File: src/rtl/fsr_pkg.sv
package fsr_pkg;

  typedef enum logic [2:0] {
    S_IDLE,
    S_REF_REQ,
    S_REF_RD,
    S_CHK_REQ,
    S_CHK_RD
  } fsrState_t;

  // strobes from control to datapath
  typedef struct packed {
    logic clrAll;    // new run: clear counters and mismatch flag
    logic idxClr;    // new read: rewind byte position
    logic loadByte;  // returned bytes fill the reference
    logic cmpByte;   // returned bytes are compared with the reference
    logic mmClr;     // forget mismatch of previous pass
    logic passInc;   // one more clean pass
    logic passClr;   // clean run broken
    logic errInc;    // one more spoiled pass
    logic forceDef;  // substitute default bytes
  } fsrStrobe_t;

endpackage

File: src/rtl/fsr_dp.sv
module fsr_dp
  import fsr_pkg::*;
#(
  parameter int NUM_BYTES = 32,
  parameter int PASSES    = 10,
  parameter int ERR_LIMIT = 500,
  parameter int FORCE_A   = 5,
  parameter int FORCE_B   = 22
) (
  input  logic                   clk,
  input  logic                   rstN,
  input  fsrStrobe_t             strb,
  input  logic                   byteValid,
  input  logic [7:0]             byteData,
  output logic                   mismatchNow,
  output logic                   passLast,
  output logic                   errLast,
  output logic [NUM_BYTES*8-1:0] imageOut
);

  localparam int AW    = $clog2(NUM_BYTES);
  localparam int IDX_W = $clog2(NUM_BYTES + 1);
  localparam int PW    = $clog2(PASSES + 1);
  localparam int EW    = $clog2(ERR_LIMIT + 1);

  logic [IDX_W-1:0] idx;
  logic [AW-1:0]    slot;
  logic             inRange;
  logic             byteTaken;
  logic             curDiff;
  logic             mmSeen;
  logic [PW-1:0]    passCnt;
  logic [EW-1:0]    errCnt;
  logic [7:0]       img [NUM_BYTES];

  assign inRange   = idx < IDX_W'(NUM_BYTES);
  assign slot      = idx[AW-1:0];
  assign byteTaken = byteValid && inRange && (strb.loadByte || strb.cmpByte);

  always_ff @(posedge clk or negedge rstN) begin
    if (!rstN)            idx <= '0;
    else if (strb.idxClr) idx <= '0;
    else if (byteTaken)   idx <= idx + 1'b1;
  end

  for (genvar g = 0; g < NUM_BYTES; g++) begin : g_byte
    always_ff @(posedge clk or negedge rstN) begin
      if (!rstN)
        img[g] <= '0;
      else if (strb.forceDef && (g == FORCE_A || g == FORCE_B))
        img[g] <= '0;
      else if (strb.loadByte && byteValid && inRange && slot == AW'(g))
        img[g] <= byteData;
    end
    assign imageOut[g*8 +: 8] = img[g];
  end

  assign curDiff     = strb.cmpByte && byteValid && inRange && (byteData != img[slot]);
  assign mismatchNow = mmSeen || curDiff;

  always_ff @(posedge clk or negedge rstN) begin
    if (!rstN)                          mmSeen <= 1'b0;
    else if (strb.clrAll || strb.mmClr) mmSeen <= 1'b0;
    else if (curDiff)                   mmSeen <= 1'b1;
  end

  always_ff @(posedge clk or negedge rstN) begin
    if (!rstN)                            passCnt <= '0;
    else if (strb.clrAll || strb.passClr) passCnt <= '0;
    else if (strb.passInc)                passCnt <= passCnt + 1'b1;
  end

  always_ff @(posedge clk or negedge rstN) begin
    if (!rstN)                                        errCnt <= '0;
    else if (strb.clrAll)                             errCnt <= '0;
    else if (strb.errInc && errCnt < EW'(ERR_LIMIT))  errCnt <= errCnt + 1'b1;
  end

  assign passLast = passCnt == PW'(PASSES - 1);
  assign errLast  = errCnt == EW'(ERR_LIMIT - 1);

  // error counter saturates at its budget
  a_r7_err_bound: assert property (@(posedge clk) disable iff (!rstN)
    errCnt <= EW'(ERR_LIMIT));

  // clean run never passes the required length
  a_r4_pass_bound: assert property (@(posedge clk) disable iff (!rstN)
    passCnt <= PW'(PASSES));

  // substitution leaves both designated bytes at zero
  a_r8_forced_zero: assert property (@(posedge clk) disable iff (!rstN)
    strb.forceDef |=> (img[FORCE_A] == 8'h00 && img[FORCE_B] == 8'h00));

  // a detected mismatch stays recorded until the pass is closed
  a_r5_mm_sticky: assert property (@(posedge clk) disable iff (!rstN)
    curDiff && !strb.mmClr && !strb.clrAll |=> mmSeen);

endmodule

File: src/rtl/fsr_ctrl.sv
module fsr_ctrl
  import fsr_pkg::*;
(
  input  logic       clk,
  input  logic       rstN,
  input  logic       start,
  input  logic       seqBusy,
  input  logic       seqDone,
  input  logic       mismatchNow,
  input  logic       passLast,
  input  logic       errLast,
  output fsrStrobe_t strb,
  output logic       seqStart,
  output logic       imgValid,
  output logic       imgError
);

  fsrState_t state, stateNx;
  logic      setValid, setError, clrFlags;

  always_comb begin
    stateNx  = state;
    strb     = '0;
    seqStart = 1'b0;
    setValid = 1'b0;
    setError = 1'b0;
    clrFlags = 1'b0;
    unique case (state)
      S_IDLE: if (start) begin
        strb.clrAll = 1'b1;
        clrFlags    = 1'b1;
        stateNx     = S_REF_REQ;
      end
      S_REF_REQ: if (!seqBusy) begin
        seqStart    = 1'b1;
        strb.idxClr = 1'b1;
        stateNx     = S_REF_RD;
      end
      S_REF_RD: begin
        strb.loadByte = 1'b1;
        if (seqDone) stateNx = S_CHK_REQ;
      end
      S_CHK_REQ: if (!seqBusy) begin
        seqStart    = 1'b1;
        strb.idxClr = 1'b1;
        strb.mmClr  = 1'b1;
        stateNx     = S_CHK_RD;
      end
      S_CHK_RD: begin
        strb.cmpByte = 1'b1;
        if (seqDone) begin
          if (mismatchNow) begin
            strb.errInc  = 1'b1;
            strb.passClr = 1'b1;
            if (errLast) begin
              strb.forceDef = 1'b1;
              setError      = 1'b1;
              stateNx       = S_IDLE;
            end else begin
              stateNx = S_REF_REQ;
            end
          end else begin
            strb.passInc = 1'b1;
            if (passLast) begin
              setValid = 1'b1;
              stateNx  = S_IDLE;
            end else begin
              stateNx = S_CHK_REQ;
            end
          end
        end
      end
      default: stateNx = S_IDLE;
    endcase
  end

  always_ff @(posedge clk or negedge rstN) begin
    if (!rstN) begin
      state    <= S_IDLE;
      imgValid <= 1'b0;
      imgError <= 1'b0;
    end else begin
      state <= stateNx;
      if (clrFlags) begin
        imgValid <= 1'b0;
        imgError <= 1'b0;
      end
      if (setValid) imgValid <= 1'b1;
      if (setError) imgError <= 1'b1;
    end
  end

  // never both flags
  a_r9_exclusive: assert property (@(posedge clk) disable iff (!rstN)
    !(imgValid && imgError));

  // flags low while a run is active
  a_r9_low_busy: assert property (@(posedge clk) disable iff (!rstN)
    (state != S_IDLE) |-> (!imgValid && !imgError));

  // a raised flag holds until the next start
  a_r9_hold: assert property (@(posedge clk) disable iff (!rstN)
    (imgValid || imgError) && !start |=> $stable({imgValid, imgError}));

  // start during a run does not rewind the sequence
  a_r10_start_ignored: assert property (@(posedge clk) disable iff (!rstN)
    start && state == S_CHK_RD && !seqDone |=> state == S_CHK_RD);

endmodule

File: src/rtl/fuse_stable_read.sv
module fuse_stable_read
  import fsr_pkg::*;
#(
  parameter int NUM_BYTES = 32,
  parameter int PASSES    = 10,
  parameter int ERR_LIMIT = 500,
  parameter int FORCE_A   = 5,
  parameter int FORCE_B   = 22,
  parameter int ADDR_W    = 8,
  localparam int LEN_W    = $clog2(NUM_BYTES + 1)
) (
  input  logic                   clk,
  input  logic                   rstN,
  input  logic                   start,
  output logic                   seqStart,
  output logic [ADDR_W-1:0]      seqAddr,
  output logic [LEN_W-1:0]       seqLen,
  input  logic                   seqBusy,
  input  logic                   seqDone,
  input  logic                   byteValid,
  input  logic [7:0]             byteData,
  output logic                   imgValid,
  output logic                   imgError,
  output logic [NUM_BYTES*8-1:0] imageOut
);

  fsrStrobe_t strb;
  logic       mismatchNow, passLast, errLast;

  assign seqAddr = '0;
  assign seqLen  = LEN_W'(NUM_BYTES);

  fsr_ctrl u_ctrl (
    .clk         (clk),
    .rstN        (rstN),
    .start       (start),
    .seqBusy     (seqBusy),
    .seqDone     (seqDone),
    .mismatchNow (mismatchNow),
    .passLast    (passLast),
    .errLast     (errLast),
    .strb        (strb),
    .seqStart    (seqStart),
    .imgValid    (imgValid),
    .imgError    (imgError)
  );

  fsr_dp #(
    .NUM_BYTES (NUM_BYTES),
    .PASSES    (PASSES),
    .ERR_LIMIT (ERR_LIMIT),
    .FORCE_A   (FORCE_A),
    .FORCE_B   (FORCE_B)
  ) u_dp (
    .clk         (clk),
    .rstN        (rstN),
    .strb        (strb),
    .byteValid   (byteValid),
    .byteData    (byteData),
    .mismatchNow (mismatchNow),
    .passLast    (passLast),
    .errLast     (errLast),
    .imageOut    (imageOut)
  );

endmodule

File: config.mk
export PLATFORM = sky130hd
export DESIGN_NAME = fuse_stable_read
export DESIGN_NICKNAME = d
export VERILOG_FILES = /design/src/rtl/fsr_pkg.sv /design/src/rtl/fsr_dp.sv /design/src/rtl/fsr_ctrl.sv /design/src/rtl/fuse_stable_read.sv
export SDC_FILE = /design/constraint.sdc
export NUM_CORES = 1
export LEC_CHECK = 0
export ABC_CLOCK_PERIOD_IN_PS = 2600
export BUFFER_PORTS_ARGS = -buffer_cell sky130_fd_sc_hd__buf_2
export CORE_MARGIN = 2
export CORE_UTILIZATION = 30
export DETAILED_ROUTE_END_ITERATION = 10
export PLACE_DENSITY = 0.62
export SYNTH_ARGS = -nofsm -noshare
export SYNTH_HDL_FRONTEND = slang
export SYNTH_SLANG_ARGS = --single-unit
File: constraint.sdc
create_clock -name clk -period 2.6 [get_ports clk]
set_input_delay 0.13 -clock clk [delete_from_list [all_inputs] [get_ports clk]]
set_output_delay 0.13 -clock clk [all_outputs]
set_load 0.02 [all_outputs]
==> impl_metrics.py <==
metrics = {
    "run_status": {
        "status": "complete, but fails checks",
        "violations": "setup timing",
    },
    "detailed_routing": {
        "vias_per_cell": 5.045,
        "top_layer": "met4",
        "wl_per_cell_um": 23.97,
        "drt_first_iter_violations": 650,
        "vias": 11120,
        "drt-total-wl_mm": 52.83,
        "wl_met3_mm": 3.859,
        "dr_wl_met2_mm": 24.75,
        "dr.pass1.iters": 5,
        "ant_nets": 0,
        "drcViolationCount": 0,
        "wl_met1_mm": 22.23,
    },
    "grt": {
        "antenna_found_initial": 0,
        "grt_usage_pct": 22.00,
        "grt_pass1_wl_mm": 76.35,
        "grt_pass1_vias": 11319,
        "grt-ovfl-total": 0,
        "grt_start_max_net_pins": 71,
    },
    "sta": {
        "slew_viol_final": 0,
        "max_slew_margin_pct": 56.80,
        "fin_ws_ns": -0.7950,
        "timing.hold.ws_ns": 0.08515,
        "rsz0062_at_grt": "true",
        "fmax_ghz": 0.2946,
        "hold_viol": 0,
        "post-route-period-util_pct": 130.6,
        "finalSetupViolCount": 34,
        "clock_skew_ns": 0.01065,
        "tightest_slew_ns": 0.6479,
        "setup_tns_ns": -25.21,
        "fin_crit_ns": 3.395,
    },
    "clock_tree": {
        "clock_latency_ns": 0.52,
        "cts-buffers-inserted": 35,
        "cts-root-buf": "clkbuf_16",
        "cts.sinks": 281,
        "cts_max_path_buffers": 3,
        "cts_max_level": 2,
        "cts_tree": "built",
        "clk_pin_slew_worst_paths_ns": 0.06,
    },
    "power_and_ir_drop": {
        "pwr_density_cell_nw_per_um2": 815.2,
        "peakVddDrop_v": 0.0006695,
        "power.leakage_nw": 9.841,
        "p_total_mw": 15.56,
    },
    "hold_path": {
        "hold_class": "input port to flip-flop",
        "whs_endpoint": "u_ctrl.state[0]$_DFFE_PN0P_",
        "min_from": "start",
        "min_path_cells": 5,
    },
    "yosys": {
        "synth.most_common_cell": "dfrtp_1",
        "synth-xor-area-share_pct": 0.7733,
        "synth_top_family_by_area": "multiplexers",
        "synth_area_leaders": "dfrtp_1 52%, mux2_2 20%, mux2i_1 7.6%",
        "synthCells": 1072,
        "synth_enable_flop_cells": 0,
        "synth_top_cell_by_area": "dfrtp_1",
        "netlist_area_um2": 13590,
        "synth-warning-count": 0,
        "synth_top_area_share_pct": 51.74,
        "muxShareOfSynthArea_pct": 29.82,
        "synth-simple-area-share_pct": 7.355,
        "syn_area_per_cell_um2": 12.68,
        "ys_ff_latch": 281,
        "yosysUniqueCellTypes": 57,
        "ys_top_cells_by_count": "281 x dfrtp_1, 240 x mux2_2, 103 x mux2i_1",
        "synth_compound_area_share_pct": 5.965,
        "synth_fa_ha_area_share_pct": 0.8285,
        "ys_async_sr_fraction_pct": 100.0,
        "ys_seq_area_share_pct": 51.74,
        "yosys_most_used_dff": "dfrtp_1",
    },
    "job": {
        "maxCapViolCount": 0,
    },
    "setup_path": {
        "worstSetupPathType": "flip-flop to flip-flop",
        "crit_path_end_kind": "flip-flop",
        "reg2reg_from": "u_dp.idx[1]$_DFFE_PN0P_",
        "worstPathMaxFanout": 8,
        "reg2reg_to": "u_dp.errCnt[3]$_DFFE_PN0P_",
        "cp_data_arrival_time_ns": 3.78,
        "worstPathRequired_ns": 2.99,
        "startpoint_type": "flip-flop",
        "reg2reg_depth": 12,
        "r2r_setup_slack_ns": -0.80,
    },
    "floorplan": {
        "die_h_um": 216.9,
        "row_count": 77,
        "die-area_um2": 47020,
        "die_w_um": 216.9,
        "start_util_pct": 30.54,
        "core_area_um2": 44510,
        "ios": 287,
    },
    "placement": {
        "io_buffers": 272,
        "routabilityCongestion": 0.9077,
        "dpl.cell_count": 2133,
        "place_hpwl_mm": 39.49,
    },
    "cells_and_area": {
        "area_growth_pct": 40.47,
        "drive_above_1_share_pct": 56.64,
        "fin_nets": 1611,
        "finalNonFillerCells": 2204,
        "num_antenna_cells": 0,
    },
}
-- worst max-delay path by stage --
stage                                 start  cells after the start                        endpoint
floorplan           u_dp.idx[1]$_DFFE_PN0P_                     13      u_dp.errCnt[3]$_DFFE_PN0P_
global placement    u_dp.idx[1]$_DFFE_PN0P_                     12  u_dp.imageOut[183]$_DFFE_PN0P_
detailed placement  u_dp.idx[1]$_DFFE_PN0P_                     12  u_dp.imageOut[183]$_DFFE_PN0P_
CTS                 u_dp.idx[1]$_DFFE_PN0P_                     11      u_dp.errCnt[6]$_DFFE_PN0P_
global route        u_dp.idx[1]$_DFFE_PN0P_                     14      u_dp.errCnt[6]$_DFFE_PN0P_
finish              u_dp.idx[1]$_DFFE_PN0P_                     12      u_dp.errCnt[3]$_DFFE_PN0P_
-- through the flow --
step           util [%]  area (um2)  setup slack (ns)
2_1_floorplan         -       13650           -0.1989
3_3_place_gp      39.50       17580           -0.7535
3_5_place_dp      39.50       17580           -0.7984
4_1_cts           42.47       18910           -0.7010
5_1_grt           42.89       19090           -0.8778
6_report          42.89       19090           -0.7950
-- critical path: stages, from the launching register on --
cell	delay, ns
dfrtp_4	0.53
buf_12	0.17
buf_6	0.11
mux4_2	0.50
a22oi_2	0.13
a22oi_1	0.11
xnor2_1	0.34
nand4_1	0.18
or4_4	0.52
a31oi_4	0.31
clkbuf_16	0.21
or3_4	0.11
a21oi_2	0.04
-- cell type report --
class | instances | area [um2]
Clock buffer | 46 | 1020
Inverter | 7 | 26.28
Tap cell | 592 | 740.7
Sequential cell | 281 | 7036
Timing Repair Buffer | 550 | 3769
Clock inverter | 15 | 161.4
Multi-Input combinational cell | 713 | 6340
Fill cell | 4201 | 25420
-- cells by family after synthesis --
kind of cell               Yosys count
xor gates and xnor gates            12
and+or+nand+nor                    207
adders and majority gates            9
DFF                                281
AOI/OAI and AO/OA                  114
muxes                              357
buffers and inverters               90
other                                2
-- cells in the final DEF, fill, tap and decap left out, drive strengths merged, types with 4 or more instances in the layout --
cell type,n
nand2,85
inv,7
dfrtp,281
ha,9
nand2b,6
nand3,30
nor2,28
o31ai,5
nand4,10
and3,9
o22ai,6
buf,547
clkinv,9
clkbuf,47
mux2i,103
nand3b,4
mux4,14
and2,4
nor3,8
mux2,240
xnor2,10
conb,14
a21oi,37
nor2b,6
a22oi,40
o21ai,8
-- metal layers --
layer / up-vias / GRT usage [%]
met5: - / 0
met4: 0 / 8.288
met3: 100 / 6.024
met2: 433 / 35.12
met1: 5653 / 28.52
li1: 4934 / -
-- flip-flops by register name, indices dropped and copies added, names as in the netlist --
register and flops:
u_dp.idx 6, u_dp.passCnt 4, u_ctrl.imgValid 1, u_dp.imageOut 256
u_ctrl.state 3, u_dp.mmSeen 1, u_dp.errCnt 9, u_ctrl.imgError 1
-- report_power, final --
part | switching [mW] | internal [mW] | leakage (nW) | total, mW
registers | 0.402 | 4.83 | 3.87 | 5.23
clock network | 1.96 | 3.06 | 0.581 | 5.02
logic | 2.90 | 2.41 | 5.39 | 5.31
-- timing repair --
| action | 4_1_cts | 5_1_grt |
|---|---|---|
| gates resized for setup | 20 | 29 |
| buffers inserted | 4 | 3 |
| hold endpoints to repair | 66 | 0 |
| setup endpoints to repair | 34 | 34 |
| hold buffers | 2 | 0 |
| gates cloned | 0 | 1 |
| pin swaps | 12 | 5 |
No activity file was read; power rests on OpenSTA's default activity.
